<file path="config.mk">
export PLATFORM = sky130hd
export DESIGN_NAME = keypad_scanner
export DESIGN_NICKNAME = d
export VERILOG_FILES = /design/src/rtl/kps_pkg.sv /design/src/rtl/kps_datapath.sv /design/src/rtl/kps_ctrl.sv /design/src/rtl/keypad_scanner.sv
export SDC_FILE = /design/constraint.sdc
export NUM_CORES = 1
export LEC_CHECK = 0
export CAP_MARGIN = 20
export CELL_PAD_IN_SITES_DETAIL_PLACEMENT = 1
export CELL_PAD_IN_SITES_GLOBAL_PLACEMENT = 2
export CORE_MARGIN = 1
export CORE_UTILIZATION = 41
export DETAILED_ROUTE_END_ITERATION = 8
export DONT_BUFFER_PORTS = 1
export PLACE_DENSITY = 0.87
export SLEW_MARGIN = 20
export SYNTH_ARGS = -nofsm -noshare
export SYNTH_HDL_FRONTEND = slang
export SYNTH_SLANG_ARGS = --single-unit
</file>
<file path="constraint.sdc">
create_clock -name clk -period 3.6 [get_ports clk]
set_input_delay 0.72 -clock clk [delete_from_list [all_inputs] [get_ports clk]]
set_output_delay 0.72 -clock clk [all_outputs]
set_load 0.005 [all_outputs]
</file>
<file path="src/rtl/kps_pkg.sv">
package kps_pkg;

  typedef enum logic {ST_IDLE, ST_SCAN} scan_state_t;

  // strobes from control to datapath
  typedef struct packed {
    logic driveAll;
    logic loadIdle;
    logic loadSettle;
    logic colReset;
    logic colAdvance;
    logic evalCand;
    logic clearMatch;
    logic sampleZeroIdle;
    logic sampleHitLocked;
  } ctrl_t;

  // status from datapath to control
  typedef struct packed {
    logic timerDone;
    logic rowsHit;
    logic lastCol;
    logic locked;
  } stat_t;

endpackage

</file>
<file path="src/rtl/kps_datapath.sv">
module kps_datapath
  import kps_pkg::*;
#(
  parameter int NUM_COLS       = 8,
  parameter int NUM_ROWS       = 8,
  parameter int IDLE_PERIOD    = 16,
  parameter int SETTLE_CYCLES  = 4,
  parameter int DEBOUNCE_COUNT = 4
) (
  input  logic                clk,
  input  logic                rst_n,
  input  ctrl_t               ctrl,
  input  logic [NUM_ROWS-1:0] rowSense,
  input  logic                rdStrobe,
  output stat_t               st,
  output logic [NUM_COLS-1:0] colStrobe,
  output logic [$clog2(NUM_COLS)+$clog2(NUM_ROWS)-1:0] keyCode,
  output logic                keyValid,
  output logic                irq
);
  localparam int COL_W  = $clog2(NUM_COLS);
  localparam int ROW_W  = $clog2(NUM_ROWS);
  localparam int CODE_W = COL_W + ROW_W;
  localparam int MAX_T  = (IDLE_PERIOD > SETTLE_CYCLES) ? IDLE_PERIOD : SETTLE_CYCLES;
  localparam int TMR_W  = $clog2(MAX_T + 1);
  localparam int CNT_W  = $clog2(DEBOUNCE_COUNT + 1);

  // two-stage row synchronizer
  logic [NUM_ROWS-1:0] rowMeta, rowSync;
  always_ff @(posedge clk or negedge rst_n) begin
    if (!rst_n) begin
      rowMeta <= '0;
      rowSync <= '0;
    end else begin
      rowMeta <= rowSense;
      rowSync <= rowMeta;
    end
  end

  // lowest set row
  logic [ROW_W-1:0] rowIdx;
  always_comb begin
    rowIdx = '0;
    for (int i = NUM_ROWS - 1; i >= 0; i--) begin
      if (rowSync[i]) rowIdx = ROW_W'(i);
    end
  end

  // shared period / settle timer
  logic [TMR_W-1:0] timer;
  always_ff @(posedge clk or negedge rst_n) begin
    if (!rst_n)               timer <= TMR_W'(IDLE_PERIOD - 1);
    else if (ctrl.loadIdle)   timer <= TMR_W'(IDLE_PERIOD - 1);
    else if (ctrl.loadSettle) timer <= TMR_W'(SETTLE_CYCLES - 1);
    else if (timer != '0)     timer <= timer - 1'b1;
  end

  // column pointer
  logic [COL_W-1:0] colIdx;
  always_ff @(posedge clk or negedge rst_n) begin
    if (!rst_n)               colIdx <= '0;
    else if (ctrl.colReset)   colIdx <= '0;
    else if (ctrl.colAdvance) colIdx <= colIdx + 1'b1;
  end

  for (genvar c = 0; c < NUM_COLS; c++) begin : g_strobe
    assign colStrobe[c] = ctrl.driveAll | (colIdx == COL_W'(c));
  end

  // debounce match tracking
  logic [CODE_W-1:0] candidate, lastCode;
  logic [CNT_W-1:0]  matchCnt, nextCnt;
  logic              sameCode, acceptNow;

  assign candidate = {colIdx, rowIdx};
  assign sameCode  = (matchCnt != '0) && (candidate == lastCode);
  assign nextCnt   = sameCode ? matchCnt + 1'b1 : CNT_W'(1);
  assign acceptNow = ctrl.evalCand && (nextCnt == CNT_W'(DEBOUNCE_COUNT));

  always_ff @(posedge clk or negedge rst_n) begin
    if (!rst_n) begin
      matchCnt <= '0;
      lastCode <= '0;
    end else if (ctrl.clearMatch) begin
      matchCnt <= '0;
    end else if (ctrl.evalCand) begin
      lastCode <= candidate;
      matchCnt <= acceptNow ? '0 : nextCnt;
    end
  end

  // release lock
  logic             locked;
  logic [CNT_W-1:0] relCnt;
  always_ff @(posedge clk or negedge rst_n) begin
    if (!rst_n) begin
      locked <= 1'b0;
      relCnt <= '0;
    end else if (acceptNow) begin
      locked <= 1'b1;
      relCnt <= '0;
    end else if (locked && ctrl.sampleZeroIdle) begin
      if (relCnt == CNT_W'(DEBOUNCE_COUNT - 1)) begin
        locked <= 1'b0;
        relCnt <= '0;
      end else begin
        relCnt <= relCnt + 1'b1;
      end
    end else if (ctrl.sampleHitLocked) begin
      relCnt <= '0;
    end
  end

  // host-visible registers
  logic [CODE_W-1:0] codeReg;
  logic              validReg, irqReg;
  always_ff @(posedge clk or negedge rst_n) begin
    if (!rst_n) begin
      codeReg  <= '0;
      validReg <= 1'b0;
      irqReg   <= 1'b0;
    end else if (acceptNow) begin
      codeReg  <= candidate;
      validReg <= 1'b1;
      irqReg   <= 1'b1;
    end else if (rdStrobe) begin
      validReg <= 1'b0;
      irqReg   <= 1'b0;
    end
  end

  assign keyCode  = codeReg;
  assign keyValid = validReg;
  assign irq      = irqReg;

  assign st.timerDone = (timer == '0);
  assign st.rowsHit   = |rowSync;
  assign st.lastCol   = (colIdx == COL_W'(NUM_COLS - 1));
  assign st.locked    = locked;

  // assertions
  assert_strobe_shape_R3: assert property (@(posedge clk) disable iff (!rst_n)
    (colStrobe == '1) || ($countones(colStrobe) == 1));

  assert_debounce_bound_R5: assert property (@(posedge clk) disable iff (!rst_n)
    matchCnt < CNT_W'(DEBOUNCE_COUNT));

  assert_read_clears_R7: assert property (@(posedge clk) disable iff (!rst_n)
    (rdStrobe && !acceptNow) |=> (!validReg && !irqReg));

  assert_code_hold_R7: assert property (@(posedge clk) disable iff (!rst_n)
    !acceptNow |=> $stable(codeReg));

  assert_no_report_locked_R8: assert property (@(posedge clk) disable iff (!rst_n)
    locked |-> !acceptNow);

  assert_accept_sets_R6: assert property (@(posedge clk) disable iff (!rst_n)
    acceptNow |=> (validReg && irqReg && locked));

endmodule

</file>
<file path="src/rtl/kps_ctrl.sv">
module kps_ctrl
  import kps_pkg::*;
(
  input  logic  clk,
  input  logic  rst_n,
  input  stat_t st,
  output ctrl_t ctrl
);
  scan_state_t state, nextState;

  always_ff @(posedge clk or negedge rst_n) begin
    if (!rst_n) state <= ST_IDLE;
    else        state <= nextState;
  end

  always_comb begin
    ctrl      = '0;
    nextState = state;
    ctrl.driveAll = (state == ST_IDLE);
    case (state)
      ST_IDLE: begin
        if (st.timerDone) begin
          if (!st.rowsHit) begin
            ctrl.sampleZeroIdle = 1'b1;
            ctrl.clearMatch     = 1'b1;
            ctrl.loadIdle       = 1'b1;
          end else if (st.locked) begin
            ctrl.sampleHitLocked = 1'b1;
            ctrl.loadIdle        = 1'b1;
          end else begin
            ctrl.colReset   = 1'b1;
            ctrl.loadSettle = 1'b1;
            nextState       = ST_SCAN;
          end
        end
      end
      ST_SCAN: begin
        if (st.timerDone) begin
          if (st.rowsHit) begin
            ctrl.evalCand = 1'b1;
            ctrl.loadIdle = 1'b1;
            nextState     = ST_IDLE;
          end else if (st.lastCol) begin
            ctrl.clearMatch = 1'b1;
            ctrl.loadIdle   = 1'b1;
            nextState       = ST_IDLE;
          end else begin
            ctrl.colAdvance = 1'b1;
            ctrl.loadSettle = 1'b1;
          end
        end
      end
      default: nextState = ST_IDLE;
    endcase
  end

  // a locked idle sample never starts a decode pass
  assert_locked_stays_idle_R8: assert property (@(posedge clk) disable iff (!rst_n)
    (state == ST_IDLE && st.locked) |=> (state == ST_IDLE));

  // an empty pass past the last column returns to idle
  assert_empty_pass_ends_R9: assert property (@(posedge clk) disable iff (!rst_n)
    (state == ST_SCAN && st.timerDone && !st.rowsHit && st.lastCol) |=> (state == ST_IDLE));

endmodule

</file>
<file path="src/rtl/keypad_scanner.sv">
module keypad_scanner
  import kps_pkg::*;
#(
  parameter int NUM_COLS       = 8,
  parameter int NUM_ROWS       = 8,
  parameter int IDLE_PERIOD    = 16,
  parameter int SETTLE_CYCLES  = 4,
  parameter int DEBOUNCE_COUNT = 4
) (
  input  logic                clk,
  input  logic                rst_n,
  input  logic [NUM_ROWS-1:0] rowSense,
  input  logic                rdStrobe,
  output logic [NUM_COLS-1:0] colStrobe,
  output logic [$clog2(NUM_COLS)+$clog2(NUM_ROWS)-1:0] keyCode,
  output logic                keyValid,
  output logic                irq
);
  ctrl_t ctrl;
  stat_t st;

  kps_ctrl u_ctrl (
    .clk   (clk),
    .rst_n (rst_n),
    .st    (st),
    .ctrl  (ctrl)
  );

  kps_datapath #(
    .NUM_COLS       (NUM_COLS),
    .NUM_ROWS       (NUM_ROWS),
    .IDLE_PERIOD    (IDLE_PERIOD),
    .SETTLE_CYCLES  (SETTLE_CYCLES),
    .DEBOUNCE_COUNT (DEBOUNCE_COUNT)
  ) u_dp (
    .clk       (clk),
    .rst_n     (rst_n),
    .ctrl      (ctrl),
    .rowSense  (rowSense),
    .rdStrobe  (rdStrobe),
    .st        (st),
    .colStrobe (colStrobe),
    .keyCode   (keyCode),
    .keyValid  (keyValid),
    .irq       (irq)
  );

endmodule

</file>
==> summary.md <==
| Metric | Value |
|---|---|
| Synth Register Bits | `45` |
| Mean Syn Cell Area | `11.1 um^2` |
| Tightest Pin Transition | `0.909 ns` |
| RSZ-0062 raised after global routing | `false` |
| Gr ovfl total | `0` |
| First-pass GRT wire length | `7540 um` |
| Cells after DPL | `262` |
| Hold Violations, Final | `0` |
| Hpwl dp | `3540 um` |
| Nets | `220` |
| Num CTS Buffers | `5` |
| WL final | `4570 um` |
| CP required | `3.78 ns` |
| Initial antenna violation count | `0` |
| CP bufs+invs | `1` |
| Most frequent cells in the layout | `41 x dfrtp_1, 19 x nor2_1, 17 x inv_1, 17 x o21ai_0, 10 x ha_1` |
| Routability congestion estimate | `0.736` |
| # clock sinks | `45` |
| Drt initial violations | `43` |
| Post-CTS Resized | `0` |
| Hold Path Class | `primary input to async pin` |
| Vias in the first global route | `1558` |
| Cell Chain, Critical Path | `inv_1, ha_1, or4b_1, a2111oi_4, o2111ai_4, a211oi_4, mux2_4` |
| Share of post-route cells with drive strength above 1 | `0.120` |
| Die area | `0.00559 mm^2` |
| Fmax | `336 MHz` |
| Post-Synthesis Cells | `196` |
| Sequential area share after synthesis | `0.521` |
| Yosys warns | `0` |
| Ys flop type | `dfrtp_1` |
| Net Count, Synth | `217` |
| Status | `finished clean` |
| Row cnt | `26` |
| Vias per cell | `5.40` |
| Crit Path Max Fanout | `9` |
| Clk_lat worst skew | `0.30 ns` |
| Core Area | `0.00511 mm^2` |
| Sum of negative setup slack | `0 ns` |
| Final setup vio count | `0` |
| Clock slew at reported path FFs | `0.09 ns` |
| Starting density of the core | `0.425` |
| Tot GR Track Use | `0.184` |
| Routed WL per cell | `16.9 um` |
| Max Cap Violations | `0` |
| Arr. time, crit path | `3.16 ns` |
| Clock skew | `0.00777 ns` |
| Via count | `1457` |
| Largest net degree at the start of global routing | `46` |
| Remaining DRCs | `0` |
| Slew Limit Headroom | `0.388` |
| Max Slew Vio Count | `0` |
| PD cells | `500 mW/mm^2` |
| Slowest CP cell | `or4b_1` |
| Initial DRT Pass Iterations | `4` |
| H-tree depth | `2` |
| Crit path largest cell delay | `0.61 ns` |
| Top delay family on crit path | `compound AO/OA/AOI/OAI gates` |
| Synth cell types | `47` |
| Number of top-level pins | `27` |
| Number of synthesized flops with an enable pin | `0` |
| Fin crit period | `2.97 ns` |
| Commonest non-fill, non-tap cell in the layout | `dfrtp_1` |
| P_leak | `1.06 nW` |
| Final Cycle Share | `0.826` |
| Die width | `74.7 um` |
| Area growth, synth to finish | `7.79%` |
| DRT antenna net count | `0` |
| Antenna Cells | `0` |
| Post-CTS Setup Inserts | `0` |
| Port buffer count | `0` |
| Filler cells | `569` |
| Root Driver | `clkbuf_8` |
| Synth Cell Area | `0.00217 mm^2` |
| CP Class | `register to register` |
| Hold_buf cts | `0` |
| Max Root-Sink Buffers | `2` |
| CP Capture Type | `register` |
| DIE HEIGHT | `74.7 um` |
| Non-filler cells, final | `270` |
| CTS tree | `done` |
| Crit start category | `register` |
| Post-synth ARST share | `1.00` |
| VDD IR max | `0.228 mV` |
==> per-layer routing <==
metal	vias up	routed length (um)	global-route usage	part of all wire
li1	703	-	-	-
met1	730	1940	0.216	0.42
met2	17	2460	0.338	0.54
met3	7	107	0.0361	0.023
met4	0	65	0.0566	0.014
met5	-	0	0	0
==> cells by family after synthesis <==
| group | share of synthesized area |
|---|---|
| multiplexers | 0.0323 |
| XOR/XNOR | 0.0283 |
| AND/OR/NAND/NOR | 0.142 |
| buffers and inverters | 0.0404 |
| flip-flops | 0.521 |
| AO/OA/AOI/OAI | 0.178 |
| adder cells (fa/ha/maj) | 0.0577 |
==> per-stage QoR <==
| stage | setup WS [ns] | instance area [um^2] | hold WS (ns) | util | total power [mW] |
|---|---|---|---|---|---|
| detailed placement | 0.628 | 2240 | 0.336 | 0.439 | 0.848 |
| global route | 0.513 | 2340 | 0.0864 | 0.458 | 1.24 |
| finish | 0.627 | 2340 | 0.106 | 0.458 | 1.17 |
| floorplan | 1.01 | 2170 | 0.331 | - | 0.789 |
| CTS | 0.623 | 2340 | 0.0912 | 0.458 | 1.18 |
| global placement | 0.808 | 2240 | 0.333 | 0.439 | 0.824 |
==> Yosys cell counts (all sizes together) (3+ instances only) <==
cell type / count / area [um^2]
dfrtp: 41 / 1030
nor2: 19 / 71.3
inv: 17 / 63.8
o21ai: 17 / 85.1
ha: 10 / 125
nand2: 9 / 33.8
a21oi: 5 / 25.0
dfstp: 4 / 105
mux2: 4 / 60.1
nand2b: 4 / 25.0
nand3: 4 / 20.0
nor4: 4 / 31.3
or4: 4 / 30.0
xnor2: 4 / 35.0
a211oi: 3 / 35.0
a31oi: 3 / 18.8
clkbuf: 3 / 11.3
nor3: 3 / 15.0
or3: 3 / 18.8
xor2: 3 / 26.3
==> path summary, 6_finish.rpt <==
| kind | start | end | slack [ns] | cells after the start |
|---|---|---|---|---|
| max | u_dp.timer[0]$_DFFE_PN1P_ | u_dp.keyCode[3]$_DFFE_PN0P_ | 0.63 | 7 |
| min | rst_n | u_dp.keyCode[0]$_DFFE_PN0P_ | 0.11 | 0 |
| max reg2reg | u_dp.timer[0]$_DFFE_PN1P_ | u_dp.keyCode[3]$_DFFE_PN0P_ | 0.63 | 7 |
| min reg2reg | u_dp.rowMeta[3]$_DFF_PN0_ | u_dp.rowSync[3]$_DFF_PN0_ | 0.36 | 0 |
| max in group asynchronous | rst_n | u_dp.timer[3]$_DFFE_PN1P_ | 3.31 | 0 |
| min in group clk | u_dp.rowMeta[3]$_DFF_PN0_ | u_dp.rowSync[3]$_DFF_PN0_ | 0.36 | 0 |
==> flip-flops by register name, indices dropped and copies added (netlist names), 3 cells and up <==
name,flops
u_dp.rowSync,8
u_dp.colIdx,3
u_dp.timer,5
u_dp.rowMeta,8
u_dp.relCnt,3
u_dp.matchCnt,3
u_dp.keyCode,6
u_dp.lastCode,6
==> where the power goes <==
part           internal [mW]  leakage [nW]  switching, mW
Combinational         0.0765         0.437          0.127
Clock                  0.147        0.0511          0.187
Sequential             0.563         0.567         0.0690
==> cell type report <==
type | instances | area (um^2) | area share
repair buffers | 1 | 7.51 | 0.00321
flip-flops and latches | 45 | 1130 | 0.484
clock buffers | 5 | 68.8 | 0.0294
well taps | 70 | 87.6 | 0.0375
clock inverters | 3 | 28.8 | 0.0123
multi-input cells | 129 | 951 | 0.407
inverters | 17 | 63.8 | 0.0273
==> worst register-to-register path: cells and delay by family (launching register included) <==
kind	cells	cell delay [ns]
adder cells (fa/ha/maj)	1	0.22
buffers and inverters	1	0.07
AO/OA/AOI/OAI	3	1.23
AND/OR/NAND/NOR	1	0.61
multiplexers	1	0.35
flip-flops	1	0.39
No activity file was read; power rests on OpenSTA's default activity.
